### src/rtl/flr_pkg.sv
// Shared types for the PF identity restore sequencer.
// Assumes: the sequencer states are few enough to fit three bits.
package flr_pkg;

    typedef enum logic [2:0] {
        ST_IDLE     = 3'd0,  // waiting for the next pass
        ST_CAP      = 3'd1,  // arm and decide on capture for current PF
        ST_CAP_WAIT = 3'd2,  // capture read outstanding
        ST_CHK      = 3'd3,  // decide on expiry re-read for current PF
        ST_CHK_WAIT = 3'd4,  // expiry re-read outstanding
        ST_WB       = 3'd5,  // issue identity write-back
        ST_WB_WAIT  = 3'd6   // write-back outstanding
    } seq_state_e;

endpackage

### src/rtl/flr_cfg_port.sv
// Configuration command port: turns a one-cycle start into a request that
// is held until acknowledged. Assumes the caller starts only when idle.
module flr_cfg_port #(
    parameter int ADDR_W = 32,
    parameter int DATA_W = 32,
    localparam int WORD_W = ADDR_W + DATA_W
) (
    input  logic              clk,
    input  logic              rst_n,
    input  logic              start,
    input  logic              is_write,
    input  logic [ADDR_W-1:0] addr,
    input  logic [DATA_W-1:0] wdata,
    input  logic              ack,
    output logic              req,
    output logic              write,
    output logic [WORD_W-1:0] word,
    output logic              done
);

    // Completion is the acknowledged cycle of a live request.
    assign done = req && ack;

    // Hold the request and its word until the acknowledge arrives.
    always_ff @(posedge clk) begin
        if (!rst_n) begin
            req   <= 1'b0;
            write <= 1'b0;
            word  <= '0;
        end else if (done) begin
            req <= 1'b0;
        end else if (start && !req) begin
            req   <= 1'b1;
            write <= is_write;
            word  <= {addr, wdata};
        end
    end

endmodule

### src/rtl/flr_pf_slot.sv
// Per-function record: active mark, start timestamp and kept identity.
// Assumes the timebase wraps only after far longer than the wait window.
module flr_pf_slot #(
    parameter int          TS_W    = 64,
    parameter int          ID_W    = 32,
    parameter longint      WAIT_US = 99700
) (
    input  logic            clk,
    input  logic            rst_n,
    input  logic [TS_W-1:0] now,
    input  logic            arm,
    input  logic            disarm,
    input  logic            load,
    input  logic [ID_W-1:0] load_val,
    output logic            active,
    output logic [ID_W-1:0] saved,
    output logic            expired
);

    localparam logic [TS_W-1:0] WAIT_LIM = TS_W'(WAIT_US);

    logic [TS_W-1:0] start_ts;

    // Track the active mark and the timestamp taken when it was set.
    always_ff @(posedge clk) begin
        if (!rst_n) begin
            active   <= 1'b0;
            start_ts <= '0;
        end else if (disarm) begin
            active <= 1'b0;
        end else if (arm && !active) begin
            active   <= 1'b1;
            start_ts <= now;
        end
    end

    // Keep the captured identity until block reset.
    always_ff @(posedge clk) begin
        if (!rst_n) begin
            saved <= '0;
        end else if (load) begin
            saved <= load_val;
        end
    end

    // Window has passed only when strictly longer than the limit.
    assign expired = active && ((now - start_ts) > WAIT_LIM);

endmodule

### src/rtl/pf_id_restore.sv
// PF identity restore sequencer. Runs an evaluation pass per timebase
// interval; captures each function's config register 0 when its stop bit
// appears, and after the reset window writes it back if the live value
// differs, clearing the stop bit just before the write.
// Assumes: the responder acknowledges every request; NUM_PF <= 256.
module pf_id_restore #(
    parameter int          NUM_PF    = 2,
    parameter int          TS_W      = 64,
    parameter int          ID_W      = 32,
    parameter int          DBG_W     = 64,
    parameter int          LS_LSB    = 3,
    parameter int          LS_W      = 6,
    parameter logic [5:0]  LS_ACTIVE = 6'h11,
    parameter longint      WAIT_US   = 99700,
    parameter longint      PASS_US   = 100,
    localparam int         PF_W      = (NUM_PF > 1) ? $clog2(NUM_PF) : 1,
    localparam int         ADDR_W    = 32,
    localparam int         WORD_W    = ADDR_W + ID_W
) (
    input  logic              clk,
    input  logic              rst_n,
    input  logic [TS_W-1:0]   time_us,
    input  logic [DBG_W-1:0]  dbg_word,
    input  logic [NUM_PF-1:0] stop_req,
    output logic [NUM_PF-1:0] stop_clr,
    output logic              cfg_req,
    output logic              cfg_write,
    output logic [WORD_W-1:0] cfg_word,
    input  logic              cfg_ack,
    input  logic [ID_W-1:0]   cfg_rdata
);
    import flr_pkg::*;

    localparam logic [TS_W-1:0] PASS_GAP = TS_W'(PASS_US);
    localparam logic [PF_W-1:0] LAST_PF  = PF_W'(NUM_PF - 1);

    seq_state_e        state_q, state_d;
    logic [PF_W-1:0]   pf_q, pf_d;
    logic [NUM_PF-1:0] stop_q;
    logic [TS_W-1:0]   last_pass;
    logic              pass_seen;

    logic              pass_due, pass_take, in_link;
    logic              arm_en, load_en, disarm_en;
    logic              port_start, port_wr, port_done;
    logic [NUM_PF-1:0] clr_d;
    logic [ADDR_W-1:0] port_addr;
    logic [ID_W-1:0]   port_data;

    logic              slot_active  [NUM_PF];
    logic              slot_expired [NUM_PF];
    logic [ID_W-1:0]   slot_saved   [NUM_PF];

    // Link-state field compare and pass cadence.
    assign in_link  = (dbg_word[LS_LSB +: LS_W] == LS_ACTIVE);
    assign pass_due = !pass_seen || ((time_us - last_pass) >= PASS_GAP);

    // One record per function.
    for (genvar g = 0; g < NUM_PF; g++) begin : g_slot
        flr_pf_slot #(
            .TS_W    (TS_W),
            .ID_W    (ID_W),
            .WAIT_US (WAIT_US)
        ) u_slot (
            .clk      (clk),
            .rst_n    (rst_n),
            .now      (time_us),
            .arm      (arm_en    && (pf_q == PF_W'(g))),
            .disarm   (disarm_en && (pf_q == PF_W'(g))),
            .load     (load_en   && (pf_q == PF_W'(g))),
            .load_val (cfg_rdata),
            .active   (slot_active[g]),
            .saved    (slot_saved[g]),
            .expired  (slot_expired[g])
        );
    end

    // Address of config register 0 for the current function.
    assign port_addr = ADDR_W'(pf_q) << 24;
    assign port_data = port_wr ? slot_saved[pf_q] : '0;

    flr_cfg_port #(
        .ADDR_W (ADDR_W),
        .DATA_W (ID_W)
    ) u_port (
        .clk      (clk),
        .rst_n    (rst_n),
        .start    (port_start),
        .is_write (port_wr),
        .addr     (port_addr),
        .wdata    (port_data),
        .ack      (cfg_ack),
        .req      (cfg_req),
        .write    (cfg_write),
        .word     (cfg_word),
        .done     (port_done)
    );

    // Next-state and strobe decode of the pass sequencer.
    always_comb begin
        state_d    = state_q;
        pf_d       = pf_q;
        pass_take  = 1'b0;
        arm_en     = 1'b0;
        load_en    = 1'b0;
        disarm_en  = 1'b0;
        port_start = 1'b0;
        port_wr    = 1'b0;
        clr_d      = '0;
        case (state_q)
            ST_IDLE: begin
                if (pass_due) begin
                    pass_take = 1'b1;
                    if (in_link && (|stop_req)) begin
                        state_d = ST_CAP;
                        pf_d    = '0;
                    end
                end
            end
            ST_CAP: begin
                arm_en = stop_q[pf_q];
                if (stop_q[pf_q] && (slot_saved[pf_q] == '0)) begin
                    port_start = 1'b1;
                    state_d    = ST_CAP_WAIT;
                end else if (pf_q == LAST_PF) begin
                    pf_d    = '0;
                    state_d = ST_CHK;
                end else begin
                    pf_d = pf_q + 1'b1;
                end
            end
            ST_CAP_WAIT: begin
                if (port_done) begin
                    load_en = 1'b1;
                    if (pf_q == LAST_PF) begin
                        pf_d    = '0;
                        state_d = ST_CHK;
                    end else begin
                        pf_d    = pf_q + 1'b1;
                        state_d = ST_CAP;
                    end
                end
            end
            ST_CHK: begin
                if (slot_expired[pf_q]) begin
                    port_start = 1'b1;
                    state_d    = ST_CHK_WAIT;
                end else if (pf_q == LAST_PF) begin
                    state_d = ST_IDLE;
                end else begin
                    pf_d = pf_q + 1'b1;
                end
            end
            ST_CHK_WAIT: begin
                if (port_done) begin
                    if (cfg_rdata != slot_saved[pf_q]) begin
                        clr_d[pf_q] = 1'b1;
                        state_d     = ST_WB;
                    end else if (pf_q == LAST_PF) begin
                        state_d = ST_IDLE;
                    end else begin
                        pf_d    = pf_q + 1'b1;
                        state_d = ST_CHK;
                    end
                end
            end
            ST_WB: begin
                port_start = 1'b1;
                port_wr    = 1'b1;
                state_d    = ST_WB_WAIT;
            end
            ST_WB_WAIT: begin
                port_wr = 1'b1;
                if (port_done) begin
                    disarm_en = 1'b1;
                    if (pf_q == LAST_PF) begin
                        state_d = ST_IDLE;
                    end else begin
                        pf_d    = pf_q + 1'b1;
                        state_d = ST_CHK;
                    end
                end
            end
            default: state_d = ST_IDLE;
        endcase
    end

    // Sequencer registers and the registered stop-clear pulse.
    always_ff @(posedge clk) begin
        if (!rst_n) begin
            state_q  <= ST_IDLE;
            pf_q     <= '0;
            stop_clr <= '0;
        end else begin
            state_q  <= state_d;
            pf_q     <= pf_d;
            stop_clr <= clr_d;
        end
    end

    // Pass bookkeeping: timestamp of the last pass and stop snapshot.
    always_ff @(posedge clk) begin
        if (!rst_n) begin
            last_pass <= '0;
            pass_seen <= 1'b0;
            stop_q    <= '0;
        end else if (pass_take) begin
            last_pass <= time_us;
            pass_seen <= 1'b1;
            stop_q    <= stop_req;
        end
    end

endmodule

### config.mk
export PLATFORM = sky130hd
export DESIGN_NAME = pf_id_restore
export DESIGN_NICKNAME = d
export VERILOG_FILES = /design/src/rtl/flr_pkg.sv /design/src/rtl/flr_cfg_port.sv /design/src/rtl/flr_pf_slot.sv /design/src/rtl/pf_id_restore.sv
export SDC_FILE = /design/constraint.sdc
export NUM_CORES = 1
export LEC_CHECK = 0
export BUFFER_PORTS_ARGS = -buffer_cell sky130_fd_sc_hd__buf_2
export CORE_ASPECT_RATIO = 1.75
export CORE_MARGIN = 4
export CORE_UTILIZATION = 56
export CTS_CLUSTER_DIAMETER = 120
export DETAILED_ROUTE_END_ITERATION = 16
export PLACE_DENSITY = 0.79
export SETUP_SLACK_MARGIN = 0.1
export SYNTH_ARGS = -nofsm -noshare
export SYNTH_HDL_FRONTEND = slang
export SYNTH_SLANG_ARGS = --single-unit
### constraint.sdc
create_clock -name clk -period 5.2 [get_ports clk]
set_input_delay 1.04 -clock clk [delete_from_list [all_inputs] [get_ports clk]]
set_output_delay 1.04 -clock clk [all_outputs]
set_load 0.02 [all_outputs]
==> impl_metrics.ini <==
[outcome]
status = finished, final reports clean

[place]
port_buffers = 143
place_hpwl_um = 90200
place.gp.congestion = 1.06

[logic_synthesis]
synthArstFlopShare_pct = 0
synth_top_area_share_pct = 22.7
yosys_warnings = 0
synthesis.area_mm2 = 0.0267
yosysSeqAreaShare_pct = 22.7
ys_types = 94
yosys.cell_count.top_type = nand2_1
synth.avg_cell_area_um2 = 6.99
yosys.area.top_type = dfxtp_1
ys_top_cells_by_area = dfxtp_1 23%, nand2_1 9.8%, ha_1 8.9%
synth_ff_type = dfxtp_1
ys_ff_latch = 302
ys_top_cells_by_count = 699 x nand2_1, 469 x a21oi_1, 302 x dfxtp_1
synth_cells = 3816
synth_edf_count = 0

[floorplanning]
start_util_pct = 56.7
die_x_um = 173
coreArea_mm2 = 0.0470
die_y_um = 297
num_io_pins = 233
row_count = 105
dieArea_mm2 = 0.0513

[setup_path]
cp_top_family = simple AND/OR/NAND/NOR gates
crit_fanout = 7
crit_arrival_ns = 5.63
max_stage_delay_ns = 0.56
crit_chain = buf_2 > inv_1 > fa_2 > nor2b_4 > o31ai_4 > a221o_1 > a211o_1 > nand2_1 > xor2_1 > a2111o_1 > or4_1 > or4_1 > or4_4 > nor3_4 > o22ai_4 > nand2_8 > buf_12 > mux2i_1
crit_top_cell = or4_1
path_buf_inv = 3
worstSetupPathType = input pin to flip-flop
slowest_stage = or4_4
crit_path_start_kind = input pin
cp.required_ns = 5.70
endpoint_kind = flip-flop

[cells_and_area]
seqCellArea_mm2 = 0.00605
drive_gt1_share_pct = 23.7
fill_cells = 3860
final_core_util_pct = 73.1
syn_to_final_growth_pct = 28.9
final_net_count = 4899
multi_input_area_mm2 = 0.0191

[grt]
antenna_found_initial = 11
grt_use_total_pct = 41.4
grt_pass1_vias = 31400
grt_max_degree = 180
overflow = 0
grt_pass1_wl_um = 171000

[route]
drtIter0Drc = 2315
drc_errors = 0
wl_per_cell_um = 21.8
highest_layer = met5
route.met3.wl_um = 6720
finalWirelength_um = 113000
wl_met1_um = 38100
antenna_left = 0
vias = 31600
dr.pass1.iters = 5
avgViaCountPerCell = 6.12
dr_wl_met2_um = 53900

[hold_path]
hold_path.class = flip-flop to flip-flop

[power_and_ir_drop]
internal-power_mw = 4.60
combinationalPowerShare_pct = 37.8
seqPwrFrac_pct = 33.5
net-switching-power_mw = 2.54
netSwitchingFraction_pct = 35.6
p_leak_nw = 14.1
power.density_mw_per_mm2 = 208
vdd_ir_drop_max_mv = 0.292
clkPwrFrac_pct = 28.6
finalPower_mw = 7.14

[clock_network]
cts_made_buffers = 29
path_clk_slew_ns = 0.07
root_buffer = clkbuf_16
cts_sinks = 302
clock_path_buffers = 3
clk_latency_ns = 0.58
cts_tree = done
h-tree-depth = 1

[timing]
max_slew_margin_pct = 21.0
worst_slew_pin_slew_ns = 1.18
drv_slew = 0
finClkSkew_ns = 0.0179
finalCritPeriodShare_pct = 98.6
hold_viol_final = 0
fmax_mhz = 195
rsz0062_at_grt = true
timing.hold.ws_ns = 0.453
finalSetupViolations = 0
period_minus_slack_ns = 5.13

[flow_run]
max-cap-violations = 0
## state kept, by name, summed over array words and instances, names as in the netlist
register	cells
stop_q	2
u_port.write	1
u_port.word	33
state_q	3
u_port.req	1
pf_q	1
pass_seen	1
stop_clr	2
g_slot.u_slot.active	2
last_pass	64
g_slot.u_slot.saved	64
g_slot.u_slot.start_ts	128
## metal layers
metal  track usage [%]  vias up
met3              7.02      562
met4              39.8        2
li1                  -    15000
met2              72.8     1366
met1              40.4    14700
met5                 0        -
## cells in the final DEF, fill, tap and decap left out, types with 19 or more instances in the layout
cell type and instances:
buf_4 752, nand2_1 696, a21oi_1 461, dfxtp_1 301
nor2_1 278, inv_1 239, ha_1 182, o21ai_0 172
buf_2 142, mux2i_1 121, nand4_1 119, a21o_1 74
xnor2_1 72, nor3_1 69, xor2_1 69, o21a_1 57
nand3_1 51, nand2b_1 46, o211ai_1 41, nor4_1 36
clkbuf_16 32, a31oi_1 31, conb_1 31, o21bai_1 23
a211oi_1 21, o31ai_1 19
## layout make-up
type                       instances  area share [%]
multi-input combinational       3059            55.7
timing repair buffer             909            19.3
sequential                       302            17.6
inverter                         241            2.69
clock buffer                      37            2.26
tap                              588            2.14
clock inverter                    14           0.280
antenna                           11          0.0801
## cells by family (layout without fill, tap and decap cells)
logic type	count (synthesis)	in the layout	share of synthesized area (%)
buf+inv	485	1201	7.50
compound gates	1118	1118	26.4
fa+ha+maj	192	192	9.09
simple gates	1438	1438	24.4
flops	302	302	22.7
other cells	1	42	0.0141
mux	139	139	5.29
xor+xnor	141	141	4.63
## power by group through the flow
stage / combinational, mW / sequential (mW) / clock [mW]
after detailed placement: 2.56 / 2.45 / 0
after global routing: 2.89 / 2.40 / 2.14
after CTS: 2.59 / 2.39 / 2.05
after global placement: 2.55 / 2.44 / 0
final: 2.70 / 2.39 / 2.05
after floorplan: 1.39 / 2.43 / 0
## per-stage QoR
stage	instance area, um2	cells	TNS, ns	setup slack (ns)
after floorplan	27000	3846	0	0.0631
after global routing	34400	5158	-1.73	-0.0765
after detailed placement	33100	5090	-53.69	-0.581
final	34400	5161	0	0.0749
after global placement	33100	5090	-49.07	-0.585
after CTS	34000	5143	0	0.0666
## worst register-to-register path, cell delays in order, from the launching register on
cell and delay (ns):
dfxtp_1 0.31, inv_1 0.17, ha_1 0.30, buf_4 0.15, a21oi_1 0.07, and2_1 0.23
a21oi_2 0.18, o31ai_2 0.10, or4_1 0.42, and4_1 0.25, or4_4 0.50, a2111o_1 0.38
or4_1 0.41, or4_4 0.56, nor3_4 0.19, o22ai_4 0.14, nand2_8 0.19, buf_12 0.15
mux2i_1 0.20
## timing repair
action                     4_1_cts  5_1_grt
setup endpoints to repair       87      105
hold buffers                     0        0
gates cloned                     1        3
gates resized for setup          7       55
pin swaps                        0        8
buffers inserted                 1        4
## worst paths after layout
| kind | start | depth (start not counted) | slack (ns) | to |
|---|---|---|---|---|
| setup / recovery | time_us[1] | 18 | 0.07 | u_port.word[18] |
| hold / removal | g_slot[0].u_slot.start_ts[22] | 2 | 0.45 | g_slot[0].u_slot.start_ts[22] |
| setup reg to reg | g_slot[0].u_slot.start_ts[3] | 18 | 0.24 | u_port.word[18] |
| hold reg to reg | g_slot[0].u_slot.start_ts[22] | 2 | 0.45 | g_slot[0].u_slot.start_ts[22] |
(Power assumes the default switching activity.)
